**src/rtl/batt_watch_pkg.sv**
```systemverilog
package batt_watch_pkg;

    typedef enum logic [1:0] {
        ST_UNPOWERED = 2'd0,
        ST_IDLE      = 2'd1,
        ST_MEASURE   = 2'd2
    } chk_state_e;

    typedef enum logic {
        SRC_INTERVAL = 1'b0,
        SRC_POWERUP  = 1'b1
    } chk_src_e;

    localparam int FLAG_LOW_BIT = 4;
    localparam int FLAG_SRC_BIT = 3;

endpackage

```
**src/rtl/batt_watch_interval.sv**
```systemverilog
module batt_watch_interval #(
    parameter int INTERVAL_TICKS = 86400
) (
    input  logic clk,
    input  logic rst_n,
    input  logic tick,
    input  logic pwr_good,
    input  logic restart,
    output logic due
);
    localparam int CNT_W = (INTERVAL_TICKS > 2) ? $clog2(INTERVAL_TICKS) : 1;
    localparam logic [CNT_W-1:0] LAST = CNT_W'(INTERVAL_TICKS - 1);

    logic [CNT_W-1:0] cnt_q;

    // Counts powered ticks; holds while on backup; restarts on power-up test.
    always_ff @(posedge clk or negedge rst_n) begin
        if (!rst_n) begin
            cnt_q <= '0;
        end else if (restart) begin
            cnt_q <= '0;
        end else if (pwr_good && tick) begin
            cnt_q <= (cnt_q == LAST) ? '0 : cnt_q + 1'b1;
        end
    end

    assign due = pwr_good & tick & ~restart & (cnt_q == LAST);

endmodule

```
**src/rtl/batt_watch_fsm.sv**
```systemverilog
module batt_watch_fsm
    import batt_watch_pkg::*;
#(
    parameter int SETTLE_CYCLES = 16
) (
    input  logic clk,
    input  logic rst_n,
    input  logic pwr_good,
    input  logic due,
    input  logic cmp_low,
    output logic cmp_en,
    output logic restart,
    output logic low_flag,
    output logic src_bit
);
    localparam int SW = $clog2(SETTLE_CYCLES + 1);
    localparam logic [SW-1:0] WIN_LAST = SW'(SETTLE_CYCLES - 1);

    chk_state_e     state_q, state_d;
    logic [SW-1:0]  win_q;
    chk_src_e       cur_src_q;
    logic           low_q, src_q;
    logic           sample_now, enter_meas;

    // State register
    always_ff @(posedge clk or negedge rst_n) begin
        if (!rst_n) state_q <= ST_UNPOWERED;
        else        state_q <= state_d;
    end

    // Next-state logic
    always_comb begin
        state_d = state_q;
        unique case (state_q)
            ST_UNPOWERED: if (pwr_good) state_d = ST_MEASURE;
            ST_IDLE: begin
                if (!pwr_good) state_d = ST_UNPOWERED;
                else if (due)  state_d = ST_MEASURE;
            end
            ST_MEASURE: begin
                if (!pwr_good)            state_d = ST_UNPOWERED;
                else if (win_q == '0)     state_d = ST_IDLE;
            end
            default: state_d = ST_UNPOWERED;
        endcase
    end

    // Outputs of the state machine
    always_comb begin
        cmp_en     = (state_q == ST_MEASURE);
        restart    = (state_q == ST_UNPOWERED) && pwr_good;
        sample_now = (state_q == ST_MEASURE) && pwr_good && (win_q == '0);
        enter_meas = (state_d == ST_MEASURE) && (state_q != ST_MEASURE);
    end

    // Window counter, test source and sticky status
    always_ff @(posedge clk or negedge rst_n) begin
        if (!rst_n) begin
            win_q     <= '0;
            cur_src_q <= SRC_INTERVAL;
            low_q     <= 1'b0;
            src_q     <= 1'b0;
        end else begin
            if (enter_meas) begin
                win_q     <= WIN_LAST;
                cur_src_q <= (state_q == ST_UNPOWERED) ? SRC_POWERUP : SRC_INTERVAL;
            end else if (state_q == ST_MEASURE && win_q != '0) begin
                win_q <= win_q - 1'b1;
            end
            if (sample_now) begin
                low_q <= cmp_low;
                if (cmp_low) src_q <= (cur_src_q == SRC_POWERUP);
            end
        end
    end

    assign low_flag = low_q;
    assign src_bit  = src_q;

endmodule

```
**src/rtl/batt_watch_regs.sv**
```systemverilog
module batt_watch_regs
    import batt_watch_pkg::*;
#(
    parameter int ADDR_W = 4,
    parameter logic [ADDR_W-1:0] FLAGS_ADDR = '1
) (
    input  logic [ADDR_W-1:0] rd_addr,
    input  logic              low_flag,
    input  logic              src_bit,
    output logic [7:0]        rd_data
);
    always_comb begin
        rd_data = 8'h00;
        if (rd_addr == FLAGS_ADDR) begin
            rd_data[FLAG_LOW_BIT] = low_flag;
            rd_data[FLAG_SRC_BIT] = src_bit;
        end
    end
endmodule

```
**src/rtl/batt_watch.sv**
```systemverilog
module batt_watch #(
    parameter int INTERVAL_TICKS = 86400,
    parameter int SETTLE_CYCLES  = 16,
    parameter int ADDR_W         = 4,
    parameter logic [ADDR_W-1:0] FLAGS_ADDR = ADDR_W'(15)
) (
    input  logic              clk,
    input  logic              rst_n,
    input  logic              tick_1hz,
    input  logic              pwr_good,
    input  logic              cmp_low,
    output logic              cmp_en,
    input  logic [ADDR_W-1:0] rd_addr,
    output logic [7:0]        rd_data
);
    logic due, restart, low_flag, src_bit;

    batt_watch_interval #(.INTERVAL_TICKS(INTERVAL_TICKS)) u_interval (
        .clk      (clk),
        .rst_n    (rst_n),
        .tick     (tick_1hz),
        .pwr_good (pwr_good),
        .restart  (restart),
        .due      (due)
    );

    batt_watch_fsm #(.SETTLE_CYCLES(SETTLE_CYCLES)) u_fsm (
        .clk      (clk),
        .rst_n    (rst_n),
        .pwr_good (pwr_good),
        .due      (due),
        .cmp_low  (cmp_low),
        .cmp_en   (cmp_en),
        .restart  (restart),
        .low_flag (low_flag),
        .src_bit  (src_bit)
    );

    batt_watch_regs #(.ADDR_W(ADDR_W), .FLAGS_ADDR(FLAGS_ADDR)) u_regs (
        .rd_addr  (rd_addr),
        .low_flag (low_flag),
        .src_bit  (src_bit),
        .rd_data  (rd_data)
    );

endmodule

```
**config.mk**
```make
export PLATFORM = sky130hd
export DESIGN_NAME = batt_watch
export DESIGN_NICKNAME = d
export VERILOG_FILES = /design/src/rtl/batt_watch_pkg.sv /design/src/rtl/batt_watch_interval.sv /design/src/rtl/batt_watch_fsm.sv /design/src/rtl/batt_watch_regs.sv /design/src/rtl/batt_watch.sv
export SDC_FILE = /design/constraint.sdc
export NUM_CORES = 1
export LEC_CHECK = 0
export CAP_MARGIN = 40
export CORE_MARGIN = 8
export CORE_UTILIZATION = 55
export DETAILED_ROUTE_END_ITERATION = 8
export PLACE_DENSITY = 0.87
export SKIP_LAST_GASP = 1
export SLEW_MARGIN = 20
export SYNTH_ARGS = -nofsm -noshare
export SYNTH_HDL_FRONTEND = slang
export SYNTH_SLANG_ARGS = --single-unit
```
**constraint.sdc**
```tcl
create_clock -name clk -period 2.2 [get_ports clk]
set_input_delay 0.44 -clock clk [delete_from_list [all_inputs] [get_ports clk]]
set_output_delay 0.44 -clock clk [all_outputs]
set_load 0.01 [all_outputs]
```
### Word-level counts from Yosys, hierarchy flattened

Index checks and enable logic that the tools add are counted.

* multiplexer cells: 13
* $add $sub $neg: 2
* reductions and logical operators: 12
* bitwise gates (word level): 4
* eq/ne operators: 6

Operator list (number)
* $mux 17: 3
* $add 17x1->17 const B: 1
* $eq 17x17->1 const B: 1
* $mux 2: 6
* $mux 5: 2
* $logic_and 1x1->1: 6
* $pmux 2 s3: 1
* $logic_not 5->1: 1
* $reduce_bool 5->1: 1
* $sub 5x1->5 const B: 1
* $eq 2x2->1 const B: 2
* $eq 4x4->1 const B: 1
* $reduce_bool 2->1: 2
* $and 1x1->1: 3
* $eq 2x1->1 const B: 1
* $logic_not 2->1: 1
* $ne 2x2->1 const B: 1
* $reduce_and 2->1: 1
* $mux 1: 1
* $not 1->1: 1

* input bits: 9
* output and inout port bits: 9
* register bits after elaboration: 27

### Logic depth before layout (Yosys ltp)

Gate-level depths: netlist (run 1).

* word-level depth: 11
* depth in mapped cells: 7
* depth with buffers taken out: 6

### By module

From an unflattened synthesis (run 1), not the netlist that was laid out.

* cells, all modules: 176
* area total of the unflattened synthesis: 1670.4 sq um

Modules (own cells, without submodules)
* batt_watch_interval: area an instance 1064.8 sq um, cells an instance 114, seq. area each 425.4 sq um, instances 1
* batt_watch_fsm: area an instance 535.5 sq um, cells an instance 50, seq. area each 250.2 sq um, instances 1
* batt_watch_regs: area an instance 70.1 sq um, cells an instance 12, seq. area each 0.0 sq um, instances 1

### Least setup slack after synthesis (run 1)

No wires, ideal clock.

* kind: reg2reg
* start: register u_interval.cnt_q[0]
* end: register u_interval.cnt_q[16]
* cell stages (with the launch flop): 6
* arrival: 1.553 ns
* period minus slack after synthesis: 1.680 ns
* path buffers: 0
* slack: 0.520 ns
* cells stage by stage: dfrtp_1 -> ha_1 -> nand4_4 -> or4_1 -> a31oi_1 -> mux2i_1

* cells in the longest elaborated chain, start to end: 4

Ends and longest elaborated chain
* from (decl): line batt_watch_interval.sv:14 `logic [CNT_W-1:0] cnt_q;`
* from (signal assigned): line batt_watch_interval.sv:23 `cnt_q <= (cnt_q == LAST) ? '0 : cnt_q + 1'b1;`
* $add 17x1->17 / $eq 17x17->1 (equally long branches): line batt_watch_interval.sv:23
* $mux 17 *: line batt_watch_interval.sv:23
* $mux 17 *: line batt_watch_interval.sv:22 `end else if (pwr_good && tick) begin`
* $mux 17 *: line batt_watch_interval.sv:20 `end else if (restart) begin`

Every way passes the cells marked *; elsewhere a longest branch is shown, timed or not. The select of a mux whose other input is x is not followed.
A chain may end at the register's enable or synchronous reset.

### Worst setup path in the final report (run 1)

* start: register u_interval.cnt_q[0]
* end: register u_interval.cnt_q[6]

The elaborated chain is that of the path after synthesis.

==> flow_summary_export.csv, run 1 <==
group,metric,value,unit
clock_network,root_buffer,"clkbuf_4",
outcome,status,"finished clean",
timing,clock_skew,6.389,ps
synthesis,synth_async_sr_flop_share,1.000,
timing,hold_violations,0,
global_route,grt_pass1_vias,1454,
drt,drt-initial-drc-count,139,
setup_path,r2r_start,"u_interval.cnt_q[0]",
global_route,grt_overflow_total,0,
die,initial_core_util,0.5547,
drt,totalWireLength,3846,um
power_and_ir_drop,p_per_area,505.0,nW/um^2
timing,grt_setup_unrepaired,"false",
placed_design,placed_cell_area,1769,um^2
die,die_h,70.57,um
setup_path,ff2ff_setup_slack,220,ps
synthesis,netlist_area,1638,um^2
timing,slew-limit-headroom,0.5039,
synthesis,synth-seq-area-share,0.4125,
final_layout,area_growth,10.01,%
job,max-cap-violations,0,
setup_path,cp_max_fo,16,
drt,drtAntennaViolNets,0,
die,die-area,4980,um^2
die,die_x,70.57,um
synthesis,synth_edf_count,0,
drt,drc,0,
timing,setup_viol,0,
timing,achievable-frequency,0.5052,GHz
timing,fin_crit,1979,ps
setup_path,reg2reg_to,"u_interval.cnt_q[6]",
synthesis,synth_warnings,0,
synthesis,syn_inst,178,
synthesis,synth_ff_type,"dfrtp_1",
drt,via_per_inst,6.522,
setup_path,critPathRequiredTime,2430,ps
placed_design,place_congestion,0.9328,
global_route,grt_max_degree,28,
clock_network,htreeDepth,1,
drt,num_vias,1474,
clock_network,cts_tree,"built",
power_and_ir_drop,ir_worst_vdd,0.2958,mV
clock_network,clock_path_buffers,2,
timing,slew_viol_final,0,
setup_path,end_kind,"flop",
timing,worstMarginPinSlew,739.2,ps
clock_network,cts_buffers,3,
clock_network,clk_latency,340,ps
final_layout,antenna_cells,0,
placed_design,port_buffers,11,
global_route,antenna_found_initial,0,
clock_network,holdBufCountCts,0,
final_layout,regArea,675.6,um^2
power_and_ir_drop,p_leak,0.7453,nW
drt,first_pass_iters,4,
synthesis,avgSynthCellArea,9.201,um^2
final_layout,stdcell_area,1802,um^2
synthesis,synth-seq-cells,27,
final_layout,nets,206,
die,core_area,2953,um^2
final_layout,multi_input_area,844.6,um^2
final_layout,nFillCells,261,
placed_design,dp_hpwl,2860,um
timing,period_share,0.8998,
drt,wl_per_cell,17.02,um
die,io_pins,18,
clock_network,path_clk_slew,150,ps
clock_network,clkSinkCount,27,
setup_path,crit_arrival,2210,ps
setup_path,worstSetupPathType,"flop to flop",
synthesis,ys_types,48,
power_and_ir_drop,total_power,909.8,uW
final_layout,drive_gt1_frac,0.09326,
global_route,track_usage,0.1611,
worst_hold_path,hold_path.class,"primary input to async pin",
setup_path,crit_path_start_kind,"flop",
timing,final.setup.tns,0,ps
global_route,grt_pass1_wl,6630,um
setup_path,r2r_cells,6,
die,rows,20,
[repair_timing]
item | in CTS | in global routing
resized for setup | 0 | 2
endpoints found under the setup margin | 0 | 2
setup buffers | 0 | 0
hold endpoints to repair | 0 | 0
[critical path, cell delays in order, from the launching register on]
cell     delay, ps
dfrtp_1        430
ha_1           290
and4_2         300
nand4_1        270
buf_4          300
a31oi_1        170
o22ai_1        120
[layout by cell type (no fill, tap or decap), types with 4 or more instances in the layout]
| cell | synthesis | layout |
|---|---|---|
| inv_1 | 12 | 12 |
| nor4_1 | 4 | 4 |
| o21ai_0 | 4 | 4 |
| nand3_1 | 11 | 11 |
| nand4_1 | 7 | 7 |
| clkdlybuf4s50_1 | 0 | 9 |
| nor2_1 | 8 | 8 |
| dfrtp_1 | 27 | 27 |
| conb_1 | 1 | 6 |
| or4_1 | 4 | 4 |
| o21ai_1 | 5 | 5 |
| o21a_1 | 4 | 4 |
| nand2_1 | 16 | 16 |
| buf_4 | 7 | 7 |
| a31oi_1 | 16 | 16 |
| o211ai_1 | 4 | 4 |
[area by class of cell]
cell class,count,area share
clock buffer,3,0.01250
clock inverter,1,0.002778
inverter,12,0.02500
multi-input combinational,132,0.4687
sequential,27,0.3750
tap,33,0.02292
timing repair buffer,18,0.09306
[per-stage QoR]
step | util | hold WS [ps] | setup WS [ps] | instances
6_report | 0.6102 | 452.3 | 220.5 | 226
3_5_place_dp | 0.5992 | 472.5 | 54.00 | 222
4_1_cts | 0.6085 | 454.8 | 48.85 | 226
2_1_floorplan | - | 144.4 | 520.0 | 183
3_3_place_gp | 0.5992 | 479.9 | 115.8 | 222
5_1_grt | 0.6102 | 473.1 | 81.15 | 226
[state kept, by name (all words and copies together), names as in the netlist]
register	cells
u_interval.cnt_q	17
u_fsm.win_q	5
u_fsm.state_q	2
u_fsm.cur_src_q	1
u_fsm.low_flag	1
u_fsm.src_bit	1
[power by group]
part | leakage [nW] | internal, mW | total, mW | switching [mW]
sequential | 0.348 | 0.524 | 0.558 | 0.0341
clock | 0.0177 | 0.0685 | 0.220 | 0.151
combinational | 0.380 | 0.0591 | 0.133 | 0.0735
[how the worst max path moves through the flow]
stage | from | end | slack, ps
after global placement | rd_addr[2] | rd_data[3] | 120
after CTS | rd_addr[2] | rd_data[4] | 50
final | u_interval.cnt_q[0] | u_interval.cnt_q[6] | 220
after floorplan | u_interval.cnt_q[0] | u_interval.cnt_q[16] | 520
after global routing | u_interval.cnt_q[0] | u_interval.cnt_q[6] | 80
after detailed placement | rd_addr[2] | rd_data[4] | 50
[synth_stat cells, drive strengths merged, types with 2 or more instances]
library cell / n / area (um^2)
a31oi: 16 / 100.1
a41oi: 2 / 17.52
and4: 2 / 18.77
buf: 10 / 73.82
clkbuf: 2 / 17.51
dfrtp: 27 / 675.7
ha: 3 / 37.54
inv: 12 / 45.04
nand2: 16 / 60.06
nand2b: 3 / 18.77
nand3: 13 / 75.07
nand3b: 2 / 15.01
nand4: 8 / 65.06
nor2: 9 / 36.29
nor3: 3 / 15.01
nor4: 4 / 25.02
o211ai: 4 / 30.03
o21a: 4 / 30.03
o21ai: 9 / 45.04
o22ai: 3 / 18.77
or4: 5 / 41.29
xnor2: 2 / 17.52
xor2: 3 / 26.28
[cell families (layout without fill, tap and decap cells)]
logic type,Yosys count,count (layout),share of synthesized area
AO/OA/AOI/OAI,46,46,0.1879
XOR/XNOR,5,5,0.02674
adder cells (fa/ha/maj),3,3,0.02292
buffers and inverters,24,34,0.08326
flip-flops,27,27,0.4125
multiplexers,2,2,0.01299
other,1,6,0.002290
AND/OR/NAND/NOR,70,70,0.2513
[metal layers]
| layer | vias to the layer above | global-route usage | wire (um) |
|---|---|---|---|
| li1 | 692 | - | - |
| met2 | 63 | 0.2835 | 1873 |
| met1 | 700 | 0.1788 | 1634 |
| met4 | 0 | 0.09007 | 106 |
| met3 | 19 | 0.02825 | 232 |
| met5 | - | 0 | 0 |
(Power assumes the default switching activity.)
==> inputs of run 2 (changes only) <==
ABC_AREA = 0   (was not set)
SKIP_CTS_REPAIR_TIMING = 1   (was not set)
SKIP_LAST_GASP = not set   (was 1)
==> results of run 2 <==
Same layout as run 1: the final DEF is identical, and so are final timing and power.
==> inputs of run 3 (changes only) <==
--- a/constraint.sdc
+++ b/constraint.sdc
@@ -3,2 +3,2 @@
 set_output_delay 0.44 -clock clk [all_outputs]
-set_load 0.01 [all_outputs]
+set_load 0.1 [all_outputs]
==> flow_summary_export.csv, run 3 (synthesized netlist as in run 1, its figures left out) <==
group,metric,value,unit
outcome,status,"finished clean",
global_route,grt_pass1_wl,6368,um
clock_network,cts_buffers,3,
drt,via_per_inst,6.670,
global_route,grt_max_degree,28,
setup_path,critPathMaxStageDelay,430,ps
placed_design,post-place-ws,212.5,ps
die,die_x,70.57,um
setup_path,crit_path_start_kind,"flop",
final_layout,drive_gt1_frac,0.09948,
placed_design,dp_hpwl,2700,um
drt,drtAntennaViolNets,0,
drt,first_pass_iters,5,
final_layout,stdcell_area,1813,um^2
global_route,grt_overflow_total,0,
timing,fin_crit,2051,ps
final_layout,nFillCells,233,
timing,slew_viol_final,0,
final_layout,reg_top3,"u_interval.cnt_q: 17 flops, u_fsm.win_q: 5 flops, u_fsm.state_q: 2 flops",
final_layout,postLayoutCoreUtil,0.6140,
die,initial_core_util,0.5547,
final_layout,area_growth,10.70,%
die,die_h,70.57,um
drt,drc,0,
power_and_ir_drop,p_leak,0.7124,nW
placed_design,place_congestion,0.8826,
final_layout,nets,204,
setup_path,cp_max_fo,9,
timing,grt_setup_unrepaired,"false",
clock_network,path_clk_slew,140,ps
die,core_area,2953,um^2
drt,num_vias,1494,
drt,totalWireLength,3726,um
setup_path,end_kind,"flop",
die,rows,20,
timing,worst_slack,149.4,ps
final_layout,antenna_cells,0,
timing,clock_skew,7.323,ps
timing,hold_violations,0,
placed_design,placed_cell_area,1787,um^2
die,io_pins,18,
setup_path,cp_slowest_cell,"dfrtp_1",
final_layout,regMostFlops,"u_interval.cnt_q",
global_route,grt_pass1_vias,1389,
clock_network,cts_tree,"built",
timing,achievable-frequency,0.4877,GHz
power_and_ir_drop,p_per_area,525.4,nW/um^2
clock_network,htreeDepth,1,
clock_network,clk_latency,320,ps
clock_network,clkSinkCount,27,
final_layout,final_common_cell,"dfrtp_1",
setup_path,critPathRequiredTime,2400,ps
timing,final.setup.tns,0,ps
setup_path,crit_arrival,2250,ps
power_and_ir_drop,ir_worst_vdd,0.2884,mV
final_layout,largest_reg_flops,17,
timing,setup_viol,0,
global_route,antenna_found_initial,0,
worst_hold_path,hold_path.class,"primary input to async pin",
placed_design,port_buffers,11,
clock_network,clock_path_buffers,2,
setup_path,worstSetupPathType,"flop to flop",
global_route,track_usage,0.1539,
drt,wl_per_cell,16.63,um
setup_path,crit_chain,"ha_1 > and4_2 > nand4_1 > buf_4 > a31oi_1 > o22ai_1",
timing,slew-limit-headroom,0.5015,
clock_network,root_buffer,"clkbuf_4",
drt,drt-initial-drc-count,176,
die,die-area,4980,um^2
timing,period_share,0.9321,
final_layout,final_cell_mix,"dfrtp_1 (27), nand2_1 (16), a31oi_1 (16)",
job,max-cap-violations,0,
timing,worstMarginPinSlew,742.7,ps
-- run 3: changes by cell type in the layout (fill, tap and decap cells not counted), sizes merged --
cell / previous run / this run
buf: 7 / 8
clkbuf: 3 / 4
clkdlybuf4s50: 9 / 8
clkinv: 1 / 0
dlymetal6s2s: 2 / 0
-- run 3: power by group --
part           switching (mW)  internal [mW]
Combinational           0.129         0.0608
Clock                   0.137         0.0709
Sequential             0.0313          0.524
Total                   0.297          0.655
-- run 3: path summary, 6_finish.rpt --
| path | start | end | slack, ps | cells after the start |
|---|---|---|---|---|
| setup / recovery | u_interval.cnt_q[1] | u_interval.cnt_q[3] | 150 | 6 |
| hold / removal | rst_n | u_fsm.win_q[4] | 480 | 2 |
| setup reg to reg | u_interval.cnt_q[1] | u_interval.cnt_q[3] | 150 | 6 |
| hold reg to reg | u_fsm.src_bit | u_fsm.src_bit | 500 | 1 |
| max in group asynchronous | rst_n | u_fsm.win_q[2] | 1460 | 2 |
| min in group clk | u_fsm.src_bit | u_fsm.src_bit | 500 | 1 |
-- run 3: final cells by class --
class	instances	area, um^2	share of cell area
Sequential cell	27	675.6	0.3727
Tap cell	33	41.29	0.02277
Clock buffer	4	26.28	0.01449
Multi-Input combinational cell	132	847.1	0.4672
Inverter	12	45.04	0.02484
Timing Repair Buffer	16	177.7	0.09800
-- run 3: routing by layer --
layer / vias up / GRT usage / routed length (um)
met2: 74 / 0.2536 / 1811
li1: 682 / - / -
met5: - / 0 / 0
met3: 12 / 0.03390 / 283
met1: 726 / 0.1838 / 1533
met4: 0 / 0.07852 / 97
-- run 3: through the flow --
stage | hold slack, ps | std cells | power [mW]
5_1_grt | 489.4 | 224 | 1.002
3_3_place_gp | 472.8 | 220 | 0.7390
4_1_cts | 476.5 | 224 | 0.9595
3_5_place_dp | 480.9 | 220 | 0.7532
6_report | 479.0 | 224 | 0.9526
2_1_floorplan | 144.4 | 183 | 0.6991
-- run 3: worst max-delay path: cells and delay by family (launching register included) --
kind | cells | cell delay [ps]
and+or+nand+nor | 2 | 590
DFF | 1 | 430
AOI/OAI and AO/OA | 2 | 310
adders and majority gates | 1 | 300
buffers and inverters | 1 | 290
